[config.mk]
export PLATFORM = sky130hd
export DESIGN_NAME = sram_strobe_timer
export DESIGN_NICKNAME = d
export VERILOG_FILES = /design/src/rtl/sst_pkg.sv /design/src/rtl/sst_decode.sv /design/src/rtl/sst_seq.sv /design/src/rtl/sst_window.sv /design/src/rtl/sram_strobe_timer.sv
export SDC_FILE = /design/constraint.sdc
export NUM_CORES = 1
export LEC_CHECK = 0
export BUFFER_PORTS_ARGS = -buffer_cell sky130_fd_sc_hd__buf_2
export CAP_MARGIN = 20
export CORE_ASPECT_RATIO = 1.1
export CORE_MARGIN = 2
export CORE_UTILIZATION = 40
export DETAILED_ROUTE_END_ITERATION = 8
export PLACE_DENSITY = 0.68
export SLEW_MARGIN = 15
export SYNTH_ARGS = -nofsm -noshare
export SYNTH_HDL_FRONTEND = slang
export SYNTH_HIERARCHICAL = 1
export SYNTH_SLANG_ARGS = --single-unit
[constraint.sdc]
create_clock -name clk -period 6.63 [get_ports clk]
set_input_delay 0 -clock clk [delete_from_list [all_inputs] [get_ports clk]]
set_output_delay 0 -clock clk [all_outputs]
set_load 0.05 [all_outputs]
[src/rtl/sst_pkg.sv]
// Package: shared count type, cycle plan record and code expansion helpers.
// Assumes counts never exceed 895 clocks, so 10 bits suffice.
package sst_pkg;
    localparam int SETUP_CW = 6;
    localparam int PULSE_CW = 7;
    localparam int CYCLE_CW = 9;
    localparam int CNT_W    = CYCLE_CW + 1;

    typedef logic [CNT_W-1:0] cnt_t;

    // Window bounds and length of one accepted cycle.
    typedef struct packed {
        cnt_t dat_start;
        cnt_t dat_stop;
        cnt_t cs_start;
        cnt_t cs_stop;
        cnt_t cyc_len;
        logic err;
    } plan_t;

    // Setup code: the high bit is worth 128, the low five bits are linear.
    function automatic cnt_t expand_setup(input logic [SETUP_CW-1:0] c);
        return (c[SETUP_CW-1] ? cnt_t'(128) : cnt_t'(0)) + cnt_t'(c[SETUP_CW-2:0]);
    endfunction

    // Pulse code: the high bit is worth 256, the low six bits are linear.
    function automatic cnt_t expand_pulse(input logic [PULSE_CW-1:0] c);
        return (c[PULSE_CW-1] ? cnt_t'(256) : cnt_t'(0)) + cnt_t'(c[PULSE_CW-2:0]);
    endfunction

    // Cycle code: the top two bits count units of 256, the low seven are linear.
    function automatic cnt_t expand_cycle(input logic [CYCLE_CW-1:0] c);
        return {c[CYCLE_CW-1:CYCLE_CW-2], 1'b0, c[CYCLE_CW-3:0]};
    endfunction
endpackage

[src/rtl/sst_decode.sv]
// Module: sst_decode
// Expands one direction's codes into a cycle plan. Window ends are clamped to
// the cycle length, and an error is flagged for a zero pulse or an overrun.
// With guard set, the chip-select end is pushed out to the data-strobe end.
// Assumes: purely combinational, and codes stay stable while they are sampled.
module sst_decode
    import sst_pkg::*;
(
    input  logic [SETUP_CW-1:0] dat_setup,
    input  logic [PULSE_CW-1:0] dat_pulse,
    input  logic [SETUP_CW-1:0] cs_setup,
    input  logic [PULSE_CW-1:0] cs_pulse,
    input  logic [CYCLE_CW-1:0] cycle,
    input  logic                guard,
    output plan_t               plan
);
    cnt_t d_start, d_len, c_start, c_len, cyc;
    cnt_t d_raw, c_raw, d_clip, c_clip;
    logic d_over, c_over, zero_pulse;

    // Expand the codes and clip each window to the cycle end.
    always_comb begin
        d_start    = expand_setup(dat_setup);
        d_len      = expand_pulse(dat_pulse);
        c_start    = expand_setup(cs_setup);
        c_len      = expand_pulse(cs_pulse);
        cyc        = expand_cycle(cycle);
        d_raw      = d_start + d_len;
        c_raw      = c_start + c_len;
        d_over     = d_raw > cyc;
        c_over     = c_raw > cyc;
        zero_pulse = (d_len == '0) || (c_len == '0);
        d_clip     = d_over ? cyc : d_raw;
        c_clip     = c_over ? cyc : c_raw;
    end

    // Assemble the plan, applying the guard extension and the one-clock floor.
    always_comb begin
        plan.dat_start = d_start;
        plan.dat_stop  = d_clip;
        plan.cs_start  = c_start;
        plan.cs_stop   = (guard && (d_clip > c_clip)) ? d_clip : c_clip;
        plan.cyc_len   = (cyc == '0) ? cnt_t'(1) : cyc;
        plan.err       = zero_pulse || d_over || c_over;
    end
endmodule

[src/rtl/sst_seq.sv]
// Module: sst_seq
// Accepts one request in idle, latches the request and its plan, counts the
// cycle clocks and pulses done at the end. Assumes plan.cyc_len >= 1.
module sst_seq
    import sst_pkg::*;
#(
    parameter int ADDR_W = 24,
    parameter int DATA_W = 16
) (
    input  logic              clk,
    input  logic              rst_n,
    input  logic              req_valid,
    input  logic              req_write,
    input  logic [ADDR_W-1:0] req_addr,
    input  logic [DATA_W-1:0] req_wdata,
    input  plan_t             plan_in,
    input  logic              guard_in,
    output logic              ready,
    output logic              busy,
    output logic              done,
    output logic              is_write,
    output logic              guard_q,
    output cnt_t              cnt,
    output plan_t             plan_q,
    output logic [ADDR_W-1:0] addr_q,
    output logic [DATA_W-1:0] wdata_q
);
    typedef enum logic {S_IDLE, S_RUN} state_t;
    state_t state;
    logic   last;

    // Flag the final clock of the running cycle.
    always_comb last = (cnt == plan_q.cyc_len - cnt_t'(1));

    // Step the state machine, latch on acceptance, count and end the cycle.
    always_ff @(posedge clk) begin
        if (!rst_n) begin
            state    <= S_IDLE;
            cnt      <= '0;
            done     <= 1'b0;
            is_write <= 1'b0;
            guard_q  <= 1'b0;
            plan_q   <= '0;
            addr_q   <= '0;
            wdata_q  <= '0;
        end else begin
            done <= 1'b0;
            case (state)
                S_IDLE: begin
                    if (req_valid) begin
                        state    <= S_RUN;
                        cnt      <= '0;
                        is_write <= req_write;
                        guard_q  <= req_write && guard_in;
                        plan_q   <= plan_in;
                        addr_q   <= req_addr;
                        wdata_q  <= req_wdata;
                    end
                end
                default: begin
                    if (last) begin
                        state <= S_IDLE;
                        cnt   <= '0;
                        done  <= 1'b1;
                    end else begin
                        cnt <= cnt + cnt_t'(1);
                    end
                end
            endcase
        end
    end

    // Decode the idle and busy indications.
    always_comb begin
        ready = (state == S_IDLE);
        busy  = (state == S_RUN);
    end
endmodule

[src/rtl/sst_window.sv]
// Module: sst_window
// Drives one active-low strobe, low while enabled and start <= cnt < stop.
// Assumes: all inputs come from flops, so the output is a decode of state.
module sst_window
    import sst_pkg::*;
(
    input  logic en,
    input  cnt_t cnt,
    input  cnt_t start,
    input  cnt_t stop,
    output logic strobe_n
);
    // Compare the counter against the window bounds.
    always_comb strobe_n = !(en && (cnt >= start) && (cnt < stop));
endmodule

[src/rtl/sram_strobe_timer.sv]
// Module: sram_strobe_timer (top)
// Static memory cycle timer for one chip select. Expands the read and write
// timing codes, selects a plan by direction on acceptance, and derives the
// chip-select, read and write strobes from the cycle counter.
// Assumes: timing codes stay stable while a request is offered.
module sram_strobe_timer
    import sst_pkg::*;
#(
    parameter int ADDR_W = 24,
    parameter int DATA_W = 16
) (
    input  logic              clk,
    input  logic              rst_n,
    input  logic              req_valid,
    input  logic              req_write,
    input  logic [ADDR_W-1:0] req_addr,
    input  logic [DATA_W-1:0] req_wdata,
    output logic              ready,
    output logic              done,
    output logic              cfg_err,
    input  logic [5:0]        rd_data_setup,
    input  logic [6:0]        rd_data_pulse,
    input  logic [5:0]        rd_cs_setup,
    input  logic [6:0]        rd_cs_pulse,
    input  logic [8:0]        rd_cycle,
    input  logic [5:0]        wr_data_setup,
    input  logic [6:0]        wr_data_pulse,
    input  logic [5:0]        wr_cs_setup,
    input  logic [6:0]        wr_cs_pulse,
    input  logic [8:0]        wr_cycle,
    input  logic              wr_hold_guard,
    output logic [ADDR_W-1:0] mem_addr,
    output logic [DATA_W-1:0] mem_wdata,
    output logic              mem_cs_n,
    output logic              mem_rd_n,
    output logic              mem_we_n
);
    localparam int NSTRB = 3;   // 0 chip select, 1 read, 2 write

    plan_t rd_plan, wr_plan, sel_plan, plan_q;
    logic  busy, is_write, guard_q;
    cnt_t  cnt;
    logic [NSTRB-1:0] w_en, w_n;
    cnt_t  w_start [NSTRB];
    cnt_t  w_stop  [NSTRB];

    sst_decode u_rd_dec (
        .dat_setup (rd_data_setup),
        .dat_pulse (rd_data_pulse),
        .cs_setup  (rd_cs_setup),
        .cs_pulse  (rd_cs_pulse),
        .cycle     (rd_cycle),
        .guard     (1'b0),
        .plan      (rd_plan)
    );

    sst_decode u_wr_dec (
        .dat_setup (wr_data_setup),
        .dat_pulse (wr_data_pulse),
        .cs_setup  (wr_cs_setup),
        .cs_pulse  (wr_cs_pulse),
        .cycle     (wr_cycle),
        .guard     (wr_hold_guard),
        .plan      (wr_plan)
    );

    // Pick the plan matching the offered direction.
    always_comb sel_plan = req_write ? wr_plan : rd_plan;

    sst_seq #(.ADDR_W(ADDR_W), .DATA_W(DATA_W)) u_seq (
        .clk       (clk),
        .rst_n     (rst_n),
        .req_valid (req_valid),
        .req_write (req_write),
        .req_addr  (req_addr),
        .req_wdata (req_wdata),
        .plan_in   (sel_plan),
        .guard_in  (wr_hold_guard),
        .ready     (ready),
        .busy      (busy),
        .done      (done),
        .is_write  (is_write),
        .guard_q   (guard_q),
        .cnt       (cnt),
        .plan_q    (plan_q),
        .addr_q    (mem_addr),
        .wdata_q   (mem_wdata)
    );

    // Route window bounds and enables to the three strobe generators.
    always_comb begin
        w_en[0]    = busy;
        w_start[0] = plan_q.cs_start;
        w_stop[0]  = plan_q.cs_stop;
        w_en[1]    = busy && !is_write;
        w_start[1] = plan_q.dat_start;
        w_stop[1]  = plan_q.dat_stop;
        w_en[2]    = busy && is_write;
        w_start[2] = plan_q.dat_start;
        w_stop[2]  = plan_q.dat_stop;
    end

    for (genvar g = 0; g < NSTRB; g++) begin : g_win
        sst_window u_win (
            .en       (w_en[g]),
            .cnt      (cnt),
            .start    (w_start[g]),
            .stop     (w_stop[g]),
            .strobe_n (w_n[g])
        );
    end

    // Present strobes and the error flag on the ports.
    always_comb begin
        mem_cs_n = w_n[0];
        mem_rd_n = w_n[1];
        mem_we_n = w_n[2];
        cfg_err  = busy && plan_q.err;
    end
endmodule

# == Word-level counts from Yosys, hierarchy flattened ==
# Index checks and enable logic that the tools add are counted.
# Widths: inputs -> output; s select.
# word_totals
register_bits,104
input_bits,115
out_inout_bits,46
elab_cells,89
# classes
add_sub_neg,14
n_lt_le_gt_ge,9
n_eq_ne,1
mux,23
bitwise_logic,1
n_reduce_logical,29
# op_table
op,count
$mux 10,10
$logic_not 10->1,6
$mux 51,1
$gt 10x10->1,5
$add 10x10->10,4
$add 10x5->10,4
$add 10x6->10,4
$mux 9,4
$mux 8,4
$ge 10x10->1,2
$lt 10x10->1,2
$add 10x1->10 const B,1
$eq 10x10->1,1
$logic_and 1x1->1,10
$sub 10x1->10 const B,1
$logic_or 1x1->1,6
$logic_not 1->1,4
$mux 1,4
$reduce_and 2->1,2
$reduce_bool 2->1,1
$not 1->1,1

# == Longest topological paths before layout ==
# logic_depth
ltp_word,9
mapped_depth,25
depth_no_buf,24

# == By module ==
# The synthesis kept the hierarchy.
# by_module_without_submodules
module,instances,cells_each,area_per_inst_um2,seq_area_each_um2
sst_seq,1,525,4134.0,2102.0
sst_decode at u_wr_dec,1,221,1655.3,0.0
sst_decode at u_rd_dec,1,215,1642.8,0.0
sst_window,3,66,471.7,0.0
sram_strobe_timer,1,61,895.9,0.0

# == Least setup slack after synthesis ==
# No wires, ideal clock.
# synth_path
path_kind,input to register
from,in wr_cs_setup[0]
to,"reg, netlist name u_seq/plan_q[15]"
setup_ps,132
arrival_ps,4782
t_required_ps,6498
path_slack_ps,1716
path_stages,23
path_buffers,1
cell_sequence,ha_1 > fa_1 > a21o_1 > a21oi_1 > nor2b_1 > o21ai_0 > inv_1 > ha_1 > nor4bb_1 > o21ai_0 > nor2_2 > buf_2 > mux2i_1 > ha_1 > a21oi_1 > o21ai_1 > a2111oi_4 > nor2_2 > mux2_4 > a221o_1 > mux2_4 > nand2_1 > a21oi_1
# synth_lines
element,line_no,rtl
"start, declared",sram_strobe_timer.sv:28,"input logic [5:0] wr_cs_setup,"

==> out/results.ini <==
[route]
num_vias=8779
drt_iter0_markers=475
routed_wl_um=27000
wire_per_inst_um=16.3
avgViaCountPerCell=5.31
drc=0
ant_nets=0
dr.pass1.iters=6

[clock_tree]
clock_latency_ns=0.34
post_cts_buffers=0
clock-sinks=104
cts-htree-levels=3
cts_made_buffers=9
cts_tree=yes
clk_path_buf_depth=2
path_clk_slew_ns=0.07
cts_resized=0
cts-root-buf=clkbuf_16

[worst_setup_path]
cp_data_required_time_ns=6.83
critical_path.endpoint_type=flop
crit_chain=buf_2 > ha_1 > fa_1 > a21o_1 > a21oi_1 > nor2b_1 > o21ai_0 > inv_1 > ha_1 > nor4bb_1 > o21ai_0 > nor2_2 > mux2i_1 > ha_1 > nand4_1 > a211oi_1 > a2111oi_4 > nor2_2 > mux2_4 > a221o_1 > mux2_4 > nand2_1 > a21oi_1
slowest_delay_ns=0.68
crit_buf_inv=2
path_common_cell=ha_1
crit_path_max_fanout=19
cp-start-kind=primary input
arrival_ns=5.66
path_delay_family=compound AO/OA/AOI/OAI gates
path_class=in2reg
r2r_setup_slack_ns=4.00
cpMaxStageDelayCell=nor2_2

[run]
cap_violations=0

[power_and_ir_drop]
power_frac_comb=0.410
p_clk_frac=0.251
p_int_mw=1.29
p_leak_nw=5.17
netSwitchingFraction=0.369
power_density_mw_per_mm2=185
peakVddDrop_mv=0.107
p_sw_mw=0.752
p_seq_frac=0.339

[layout]
drive_gt1_frac=0.196
finalNetCount=1595
antennaDiodeCount=0
synthToLayoutAreaGrowth_pct=13.5

[logic_synthesis]
synthCells=1216
postSynthAreaPerCell_sq_um=7.98
synth.yosys.warnings=6
syn_area_sq_mm=0.00971

[timing]
hold_viol_final=0
setup_viol=0
setup_tns_ns=0
skew_ns=0.00572
tightest_slew_ns=0.981
fmax_ghz=0.183
relSlewSlack=0.346
fin_hold_ws_ns=0.0523
slew_violations=0
finalCriticalPeriod_ns=5.46
rsz0062_at_grt=no
finalCritPeriodShare=0.824

[global_routing]
grt-busiest-layer=met2
met2_usage=0.349
grtUsageMet1=0.261
grt_pass1_vias=8355
grt.overflow.total=0
use_met3=0.0277
grt_first_pass_wirelength_um=43100
grt_max_degree=79
antenna_found_initial=0
gr-usage-all-layers=0.206

[placed_design]
hpwl_um=20300
port_buffers=160
globalplace.congestion=0.908

[hold_path]
hold_class=in2reg

[floorplanning]
std_cell_rows=59
initial_utilization=0.408
die_w_um=153
dieArea_sq_mm=0.0255
coreArea_sq_mm=0.0238
dieHeight_um=167
top_level_ports=161

[outcome]
status=complete, no violations

-- metal layers --
metal  routed length (um)  vias up
met1                11900     4044
met5                    0        -
met3                 1300       65
met4                 1200        0
li1                     -     4382
met2                12600      288
-- per-stage QoR --
step	std cells	power [mW]	util	setup slack, ns	area [sq um]
after floorplan	1238	1.32	-	1.72	9790
after global placement	1598	1.50	0.435	0.986	10300
after detailed placement	1598	1.51	0.435	0.863	10300
after CTS	1654	2.05	0.464	1.23	11000
after global routing	1654	2.18	0.464	0.742	11000
final	1654	2.04	0.464	1.17	11000
-- registers in the layout, indices dropped and copies added, names as in the netlist --
name            count
u_seq/addr_q       24
u_seq/busy          1
u_seq/cnt          10
u_seq/done          1
u_seq/is_write      1
u_seq/plan_q       51
u_seq/wdata_q      16
-- power by group through the flow --
stage	Combinational, mW	Clock (mW)	Sequential (mW)
2_1_floorplan	0.573	0	0.746
3_3_place_gp	0.794	0	0.705
3_5_place_dp	0.804	0	0.707
4_1_cts	0.827	0.533	0.692
5_1_grt	0.920	0.559	0.698
6_report	0.837	0.511	0.692
-- path summary, 6_finish.rpt --
check | depth (start not counted) | end | start
setup / recovery | 23 | u_seq/plan_q[17]$_SDFFE_PN0P_ | wr_cs_setup[0]
hold / removal | 4 | u_seq/plan_q[41]$_SDFFE_PN0P_ | wr_data_setup[0]
hold reg to reg | 2 | u_seq/wdata_q[7]$_SDFFE_PN0P_ | u_seq/wdata_q[7]$_SDFFE_PN0P_
setup reg to reg | 9 | u_seq/cnt[0]$_SDFFE_PN0P_ | u_seq/plan_q[1]$_SDFFE_PN0P_
-- placed cells by master (no fill, tap or decap), types with 4 or more instances in the layout --
master and instances:
dfxtp_1 104, a21oi_1 146, inv_1 109, buf_4 5
and3_1 8, a221oi_1 5, mux2i_1 14, a211oi_1 8
xor2_1 13, o21ai_0 35, fa_1 4, nand4_1 8
nand2_1 220, mux2_2 10, dlygate4sd3_1 41, nand3_1 10
nor3_1 14, nand2b_1 11, buf_2 159, xnor2_1 20
a221o_1 8, nor2b_1 10, clkbuf_16 9, a222oi_1 5
a21oi_2 4, a31o_2 4, conb_1 27, a21o_1 23
o21bai_1 5, nor3b_1 6, a41oi_1 4, or4_1 6
mux2_4 52, ha_1 131, o31ai_1 5, nor4_1 9
nor2_1 35
-- worst min-delay path: stages --
cell	delay [ns]
buf_2	0.09
mux2_4	0.13
nand2_1	0.04
a21oi_1	0.10
-- cell type report --
cell class                      count  area, sq um
Clock buffer                       11          243
Clock inverter                      4         37.5
Fill cell                        2427        12700
Inverter                          110          413
Multi-Input combinational cell    915         6620
Sequential cell                   104         2080
Tap cell                          305          382
Timing Repair Buffer              205         1240
-- what timing repair did --
action | in CTS | in global routing
hold buffers | 41 | 0
hold endpoints to repair | 43 | 0
endpoints found under the setup margin | 0 | 0
No activity file was read; power rests on OpenSTA's default activity.
